$ cat src/rtl/sdram_seq.sv
module sdram_seq #(
  parameter int CLK_MHZ      = 125,
  parameter int DEV_W        = 8,
  parameter int GROUPS       = 4,
  parameter int BANK_W       = 2,
  parameter int ROW_W        = 13,
  parameter int COL_W        = 10,
  parameter int CAS_LAT      = 3,
  parameter int RTT          = 2,
  parameter int T_PWRUP_NS   = 200000,
  parameter int T_RAS_MIN_NS = 44,
  parameter int T_RAS_MAX_NS = 120000,
  parameter int T_RC_NS      = 66,
  parameter int T_RCD_NS     = 20,
  parameter int T_REF_NS     = 64000000,
  parameter int T_RFC_NS     = 66,
  parameter int T_RP_NS      = 20,
  parameter int T_MRD_CK     = 2,
  parameter int T_WR_CK      = 2,
  localparam int DQ_W        = DEV_W * GROUPS,
  localparam int BYTE_W      = $clog2(DQ_W / 8),
  localparam int ADDR_W      = BANK_W + ROW_W + COL_W + BYTE_W
) (
  input  logic              clk,
  input  logic              rst,
  input  logic              req_valid,
  input  logic              req_write,
  input  logic [ADDR_W-1:0] req_addr,
  input  logic [DQ_W-1:0]   req_wdata,
  output logic              req_ready,
  output logic              rd_valid,
  output logic [DQ_W-1:0]   rd_data,
  output logic              mem_cs_n,
  output logic              mem_ras_n,
  output logic              mem_cas_n,
  output logic              mem_we_n,
  output logic [BANK_W-1:0] mem_ba,
  output logic [ROW_W-1:0]  mem_addr,
  output logic              mem_dq_oe,
  output logic [DQ_W-1:0]   mem_dq_o,
  input  logic [DQ_W-1:0]   mem_dq_i
);

  function automatic int ns2ck(input int ns);
    return (ns * CLK_MHZ + 999) / 1000;
  endfunction

  function automatic int mx(input int x, input int y);
    return (x > y) ? x : y;
  endfunction

  localparam int C_PWRUP  = mx(ns2ck(T_PWRUP_NS), 1);
  localparam int C_RCD    = ns2ck(T_RCD_NS);
  localparam int C_RP     = ns2ck(T_RP_NS);
  localparam int C_RAS    = ns2ck(T_RAS_MIN_NS);
  localparam int C_RC     = ns2ck(T_RC_NS);
  localparam int C_RFC    = ns2ck(T_RFC_NS);
  localparam int C_RASMAX = (T_RAS_MAX_NS * CLK_MHZ) / 1000;
  localparam int C_REFI   = mx(((T_REF_NS >> ROW_W) * CLK_MHZ) / 1000, 2);

  localparam int G_ACT = mx(C_RCD, 1);
  localparam int G_RD  = mx(C_RAS - G_ACT, 1);
  localparam int G_WR  = mx(C_RAS - G_ACT, mx(T_WR_CK, 1));
  localparam int G_PR  = mx(C_RP, C_RC - G_ACT - G_RD);
  localparam int G_PW  = mx(C_RP, C_RC - G_ACT - G_WR);
  localparam int G_RFC = mx(C_RFC, 1);
  localparam int G_MRD = mx(T_MRD_CK, 1);
  localparam int G_RP  = mx(C_RP, 1);
  localparam int SLACK = G_ACT + mx(G_RD, G_WR) + mx(G_PR, G_PW) + G_RFC + 2;

  localparam int CNT_W  = $clog2(C_PWRUP + 1);
  localparam int REFI_W = $clog2(C_REFI + 1);
  localparam int SW     = $clog2(mx(C_RASMAX, C_REFI + SLACK) + 2);
  localparam int PIPE_L = CAS_LAT + RTT;

  localparam logic [3:0] CMD_NOP = 4'b0111;
  localparam logic [3:0] CMD_ACT = 4'b0011;
  localparam logic [3:0] CMD_RD  = 4'b0101;
  localparam logic [3:0] CMD_WR  = 4'b0100;
  localparam logic [3:0] CMD_PRE = 4'b0010;
  localparam logic [3:0] CMD_REF = 4'b0001;
  localparam logic [3:0] CMD_MRS = 4'b0000;

  localparam logic [ROW_W-1:0] MODE_WORD = ROW_W'(CAS_LAT << 4);

  typedef enum logic [2:0] {
    ST_PWR, ST_IREF1, ST_IREF2, ST_IMRS, ST_IDLE, ST_RW, ST_PRE
  } st_t;

  st_t               st, st_n;
  logic [CNT_W-1:0]  cnt, cnt_n;
  logic [REFI_W-1:0] refi;
  logic              ref_pend, ref_clr, refi_wrap;
  logic [3:0]        cmd_q, cmd_n;
  logic [BANK_W-1:0] ba_q, ba_n;
  logic [ROW_W-1:0]  a_q, a_n;
  logic              oe_q, oe_n;
  logic [DQ_W-1:0]   dqo_q;
  logic [BANK_W-1:0] bank_l;
  logic [ROW_W-1:0]  row_l;
  logic [COL_W-1:0]  col_l;
  logic              wr_l;
  logic [DQ_W-1:0]   wd_l;
  logic [PIPE_L-1:0] rpipe;
  logic              take, rd_go;

  generate
    if (BYTE_W > 0) begin : g_lsb
      logic unused_lsb;
      assign unused_lsb = ^req_addr[BYTE_W-1:0];
    end
  endgenerate

  assign req_ready = (st == ST_IDLE) && (cnt == '0) && !ref_pend;
  assign take      = req_valid && req_ready;
  assign rd_go     = (st == ST_RW) && (cnt == '0) && !wr_l;
  assign refi_wrap = (refi == REFI_W'(C_REFI - 1));

  assign {mem_cs_n, mem_ras_n, mem_cas_n, mem_we_n} = cmd_q;
  assign mem_ba    = ba_q;
  assign mem_addr  = a_q;
  assign mem_dq_oe = oe_q;
  assign mem_dq_o  = dqo_q;

  always_comb begin
    st_n    = st;
    cnt_n   = (cnt != '0) ? cnt - 1'b1 : '0;
    cmd_n   = CMD_NOP;
    ba_n    = '0;
    a_n     = '0;
    oe_n    = 1'b0;
    ref_clr = 1'b0;
    if (cnt == '0) begin
      case (st)
        ST_PWR: begin
          cmd_n     = CMD_PRE;
          a_n[10]   = 1'b1;
          cnt_n     = CNT_W'(G_RP - 1);
          st_n      = ST_IREF1;
        end
        ST_IREF1: begin
          cmd_n = CMD_REF;
          cnt_n = CNT_W'(G_RFC - 1);
          st_n  = ST_IREF2;
        end
        ST_IREF2: begin
          cmd_n = CMD_REF;
          cnt_n = CNT_W'(G_RFC - 1);
          st_n  = ST_IMRS;
        end
        ST_IMRS: begin
          cmd_n = CMD_MRS;
          a_n   = MODE_WORD;
          cnt_n = CNT_W'(G_MRD - 1);
          st_n  = ST_IDLE;
        end
        ST_IDLE: begin
          if (ref_pend) begin
            cmd_n   = CMD_REF;
            cnt_n   = CNT_W'(G_RFC - 1);
            ref_clr = 1'b1;
          end else if (req_valid) begin
            cmd_n = CMD_ACT;
            ba_n  = req_addr[BYTE_W+COL_W+ROW_W +: BANK_W];
            a_n   = req_addr[BYTE_W+COL_W +: ROW_W];
            cnt_n = CNT_W'(G_ACT - 1);
            st_n  = ST_RW;
          end
        end
        ST_RW: begin
          cmd_n = wr_l ? CMD_WR : CMD_RD;
          ba_n  = bank_l;
          a_n   = ROW_W'(col_l);
          oe_n  = wr_l;
          cnt_n = wr_l ? CNT_W'(G_WR - 1) : CNT_W'(G_RD - 1);
          st_n  = ST_PRE;
        end
        ST_PRE: begin
          cmd_n = CMD_PRE;
          ba_n  = bank_l;
          cnt_n = wr_l ? CNT_W'(G_PW - 1) : CNT_W'(G_PR - 1);
          st_n  = ST_IDLE;
        end
        default: st_n = ST_IDLE;
      endcase
    end
  end

  always_ff @(posedge clk) begin
    if (rst) begin
      st       <= ST_PWR;
      cnt      <= CNT_W'(C_PWRUP - 1);
      cmd_q    <= CMD_NOP;
      ba_q     <= '0;
      a_q      <= '0;
      oe_q     <= 1'b0;
      refi     <= '0;
      ref_pend <= 1'b0;
      rpipe    <= '0;
      rd_valid <= 1'b0;
    end else begin
      st       <= st_n;
      cnt      <= cnt_n;
      cmd_q    <= cmd_n;
      ba_q     <= ba_n;
      a_q      <= a_n;
      oe_q     <= oe_n;
      refi     <= refi_wrap ? '0 : refi + 1'b1;
      ref_pend <= (ref_pend && !ref_clr) || refi_wrap;
      rpipe    <= {rpipe[PIPE_L-2:0], rd_go};
      rd_valid <= rpipe[PIPE_L-1];
    end
  end

  always_ff @(posedge clk) begin
    if (take) begin
      bank_l <= req_addr[BYTE_W+COL_W+ROW_W +: BANK_W];
      row_l  <= req_addr[BYTE_W+COL_W +: ROW_W];
      col_l  <= req_addr[BYTE_W +: COL_W];
      wr_l   <= req_write;
      wd_l   <= req_wdata;
    end
    if (oe_n) dqo_q <= wd_l;
    if (rpipe[PIPE_L-1]) rd_data <= mem_dq_i;
  end

  logic [SW-1:0] s_act, s_pre, s_ref;
  logic          row_open, init_ok;

  always_ff @(posedge clk) begin
    if (rst) begin
      s_act    <= '1;
      s_pre    <= '1;
      s_ref    <= '1;
      row_open <= 1'b0;
      init_ok  <= 1'b0;
    end else begin
      s_act <= (cmd_q == CMD_ACT) ? SW'(1) : ((s_act != '1) ? s_act + 1'b1 : s_act);
      s_pre <= (cmd_q == CMD_PRE) ? SW'(1) : ((s_pre != '1) ? s_pre + 1'b1 : s_pre);
      s_ref <= (cmd_q == CMD_REF) ? SW'(1) : ((s_ref != '1) ? s_ref + 1'b1 : s_ref);
      if (cmd_q == CMD_ACT) row_open <= 1'b1;
      else if (cmd_q == CMD_PRE) row_open <= 1'b0;
      if (cmd_q == CMD_MRS) init_ok <= 1'b1;
    end
  end

  p_pwrup_quiet_r1: assert property (@(posedge clk) disable iff (rst)
    (st == ST_PWR) |-> (cmd_q == CMD_NOP && !req_ready && !oe_q));
  p_act_to_col_r5: assert property (@(posedge clk) disable iff (rst)
    (cmd_q == CMD_RD || cmd_q == CMD_WR) |-> (s_act >= SW'(C_RCD)));
  p_ras_min_r6: assert property (@(posedge clk) disable iff (rst)
    (cmd_q == CMD_PRE && row_open) |-> (s_act >= SW'(C_RAS)));
  p_act_to_act_r6: assert property (@(posedge clk) disable iff (rst)
    (cmd_q == CMD_ACT) |-> (s_act >= SW'(C_RC)));
  p_pre_gap_r7: assert property (@(posedge clk) disable iff (rst)
    (cmd_q == CMD_ACT || cmd_q == CMD_REF) |-> (s_pre >= SW'(C_RP)));
  p_ref_gap_r8: assert property (@(posedge clk) disable iff (rst)
    (cmd_q != CMD_NOP) |-> (s_ref >= SW'(C_RFC)));
  p_ras_max_r9: assert property (@(posedge clk) disable iff (rst)
    row_open |-> (s_act < SW'(C_RASMAX)));
  p_ref_deadline_r10: assert property (@(posedge clk) disable iff (rst)
    init_ok |-> (s_ref <= SW'(C_REFI + SLACK)));
  p_oe_write_r11: assert property (@(posedge clk) disable iff (rst)
    oe_q |-> (cmd_q == CMD_WR));
  p_rdv_pulse_r12: assert property (@(posedge clk) disable iff (rst)
    rd_valid |=> !rd_valid);
  p_take_act_r13: assert property (@(posedge clk) disable iff (rst)
    (req_valid && req_ready) |=> (cmd_q == CMD_ACT));
  p_ready_closed_r13: assert property (@(posedge clk) disable iff (rst)
    req_ready |-> !row_open);

endmodule

$ cat config.mk
export PLATFORM = sky130hd
export DESIGN_NAME = sdram_seq
export DESIGN_NICKNAME = d
export VERILOG_FILES = /design/src/rtl/sdram_seq.sv
export SDC_FILE = /design/constraint.sdc
export NUM_CORES = 1
export LEC_CHECK = 0
export ABC_AREA = 1
export BUFFER_PORTS_ARGS = -buffer_cell sky130_fd_sc_hd__clkbuf_2
export CAP_MARGIN = 30
export CELL_PAD_IN_SITES_DETAIL_PLACEMENT = 1
export CELL_PAD_IN_SITES_GLOBAL_PLACEMENT = 1
export CORE_MARGIN = 2
export CORE_UTILIZATION = 30
export CTS_CLUSTER_DIAMETER = 30
export DETAILED_ROUTE_END_ITERATION = 6
export PLACE_DENSITY = 0.63
export SYNTH_ARGS = -nofsm -noshare
export SYNTH_HDL_FRONTEND = slang
export SYNTH_SLANG_ARGS = --single-unit
$ cat constraint.sdc
create_clock -name clk -period 10.6 [get_ports clk]
set_clock_uncertainty 0.1 [all_clocks]
set_input_delay 1.06 -clock clk [delete_from_list [all_inputs] [get_ports clk]]
set_output_delay 1.06 -clock clk [all_outputs]
set_load 0.1 [all_outputs]
==> run metrics <==
via density per instance=4.455; DRT iter0 DRCs=156; most frequent cells in the layout=clkbuf_2, edfxtp_1, nand2_1; Synth top area share=0.5757; layout cells sized above 1=0.3588; Comb power frac=0.021; CP Data Arrival Time=2.18 ns; Post-Syn Area=5685 µm²; Final Setup Violations=0; Final Cycle Share=0.3153; die area=20070 µm²; Crit Reg-Reg Endpoint=bank_l[1]; Worst Setup Path Type=reg2out; Initial DRT Pass Iterations=4; CP Data Required Time=9.44 ns; post-CTS setup repair buffer count=0; post_cts resized=0; fmax=299.2 MHz; Syn Inst Count=435; RSZ-0062 raised after global routing=false; CTS Root Cell=clkbuf_16; max-cap violation count=0; Clk pin slew, worst setup/hold paths=0.06 ns; Sequential Area=4354 µm²; initial core utilization=0.3050; sequential power share=0.530; CP max FO=10; Fill cells=2070; IO Count=181; Die Ht=141.7 µm; core box area=18640 µm²; CP Capture Type=output port; H-tree depth=4; pwr dens=172.5 nW/µm²; static leakage=2.969 nW; multi-input logic area=1135 µm²; Worst Tran Pin Value=0.8787 ns; outcome=finished clean; number of global-route vias before repair=3986; Worst VDD drop=0.00009529 V; first-pass GRT wire length=20650 µm; Fin Hold WS=0.3133 ns; R2R depth=6; commonest non-fill, non-tap cell in the layout=clkbuf_2; Worst R2R Start=st[1]; post-synth cell types=33; Clock Sinks=163; Min Clock Period, post-route=3.342 ns; Psw=0.2633 mW; hold-critical path depth=2; worst reg2reg setup slack=7.88 ns; internal power=1.015 mW; flops & latches, synth=163; Hold EP=rpipe[1]; Setup TNS Final=0 ns; IO Port Bufs=177; share of the yosys chip area belonging to registers=0.7658; slew margin rel.=0.4123; wire length per cell=15.74 µm; vias=3898; Synth area leaders=edfxtp_1, dfxtp_1, nand2_1; Routed Antenna Nets=0; Overflow after GRT=0; Hold Path Class=reg2reg; Site Rows=50; max-slew violation count=0; startpoint types=flip-flop; hpwl dp=10390 µm; antenna violations before repair=0; worst skew pair latency=0.42 ns; Setup crit start=cnt[0]; synthesized area per cell=13.07 µm²; min-delay src=rpipe[0]; top cell type by total area after synthesis=edfxtp_1; switch share=0.2059; Clock Power Share=0.448; Total Power=1.279 mW; Ant. Diodes=0; Die W=141.7 µm; number of synthesis warnings=0; clk buf depth=2; largest net degree at the start of global routing=38; Nets=727; final hold violations=0; hold_buf cts=0; Post-Route WL=13770 µm; Area growth syn-to-layout=30.41%; DRC Markers=0; CTS Buf Count=17; gr usage total=0.1356; GPL Wtd Cong=0.7702; syn nets=533; CTS tree=done
## routing by layer
layer,part of all wire,global-route usage
met3,0.080,0.04961
met4,0.015,0.05474
met1,0.40,0.1497
met2,0.50,0.2371
met5,0,0
## critical path, cell delays in order (launching register included)
cell and delay, ns:
dfxtp_1 0.31, inv_1 0.10, ha_1 0.20, nand3_1 0.12
nor2_4 0.14, nand2_4 0.15, nor3_1 0.23, clkbuf_2 0.51
## flip-flops by register name (all words and copies together) (netlist names), 2 cells and up
register	flops
bank_l	2
wd_l	32
cnt	15
mem_ba	2
rd_data	32
cmd_q	3
rpipe	5
mem_addr	13
mem_dq_o	32
col_l	10
refi	10
st	3
## Yosys cell counts (all sizes together)
cell / instances
edfxtp: 109
nand2: 69
nor2: 66
dfxtp: 54
inv: 41
a21oi: 18
nand3: 18
o21ai: 11
nor3: 10
a22oi: 9
nand4: 6
buf: 5
xor2: 5
ha: 3
or2: 2
xnor2: 2
and3: 1
clkbuf: 1
clkinv: 1
conb: 1
nand3b: 1
nor3b: 1
o211ai: 1
## stage by stage
step / setup WS [ns] / std cells / cell area, µm² / utilization
after floorplan: 6.508 / 435 / 5685 / -
after global placement: 7.291 / 843 / 6848 / 0.3673
after detailed placement: 7.232 / 844 / 6859 / 0.3679
after CTS: 7.223 / 875 / 7415 / 0.3977
after global routing: 7.137 / 875 / 7415 / 0.3977
final: 7.258 / 875 / 7415 / 0.3977
## cell type report
class,count,area share
Clock inverter,14,0.01755
Timing Repair Buffer,181,0.1240
Inverter,42,0.02126
Clock buffer,17,0.05737
Multi-Input combinational cell,224,0.1531
Sequential cell,163,0.5872
Tap cell,234,0.03949
## worst max-delay path by stage
stage	endpoint	slack (ns)
2_1_floorplan	req_ready	6.51
3_3_place_gp	wr_l	7.29
3_5_place_dp	wd_l[0]	7.23
4_1_cts	req_ready	7.22
5_1_grt	req_ready	7.14
6_report	req_ready	7.26
## power groups by stage
stage | clock network (mW) | logic (mW) | registers [mW]
5_1_grt | 0.613 | 0.0306 | 0.678
6_report | 0.573 | 0.0275 | 0.678
3_3_place_gp | 0 | 0.0261 | 0.692
3_5_place_dp | 0 | 0.0277 | 0.692
4_1_cts | 0.589 | 0.0280 | 0.678
2_1_floorplan | 0 | 0.00827 | 0.692
## cells by family after synthesis
logic type               Yosys count  synth area share
adder cells (fa/ha/maj)            3          0.006603
buffers and inverters             48           0.03631
AND/OR/NAND/NOR                  174            0.1404
AO/OA/AOI/OAI                     39           0.03939
other                              1         0.0006596
XOR/XNOR                           7           0.01078
flip-flops                       163            0.7658
(Power assumes the default switching activity.)
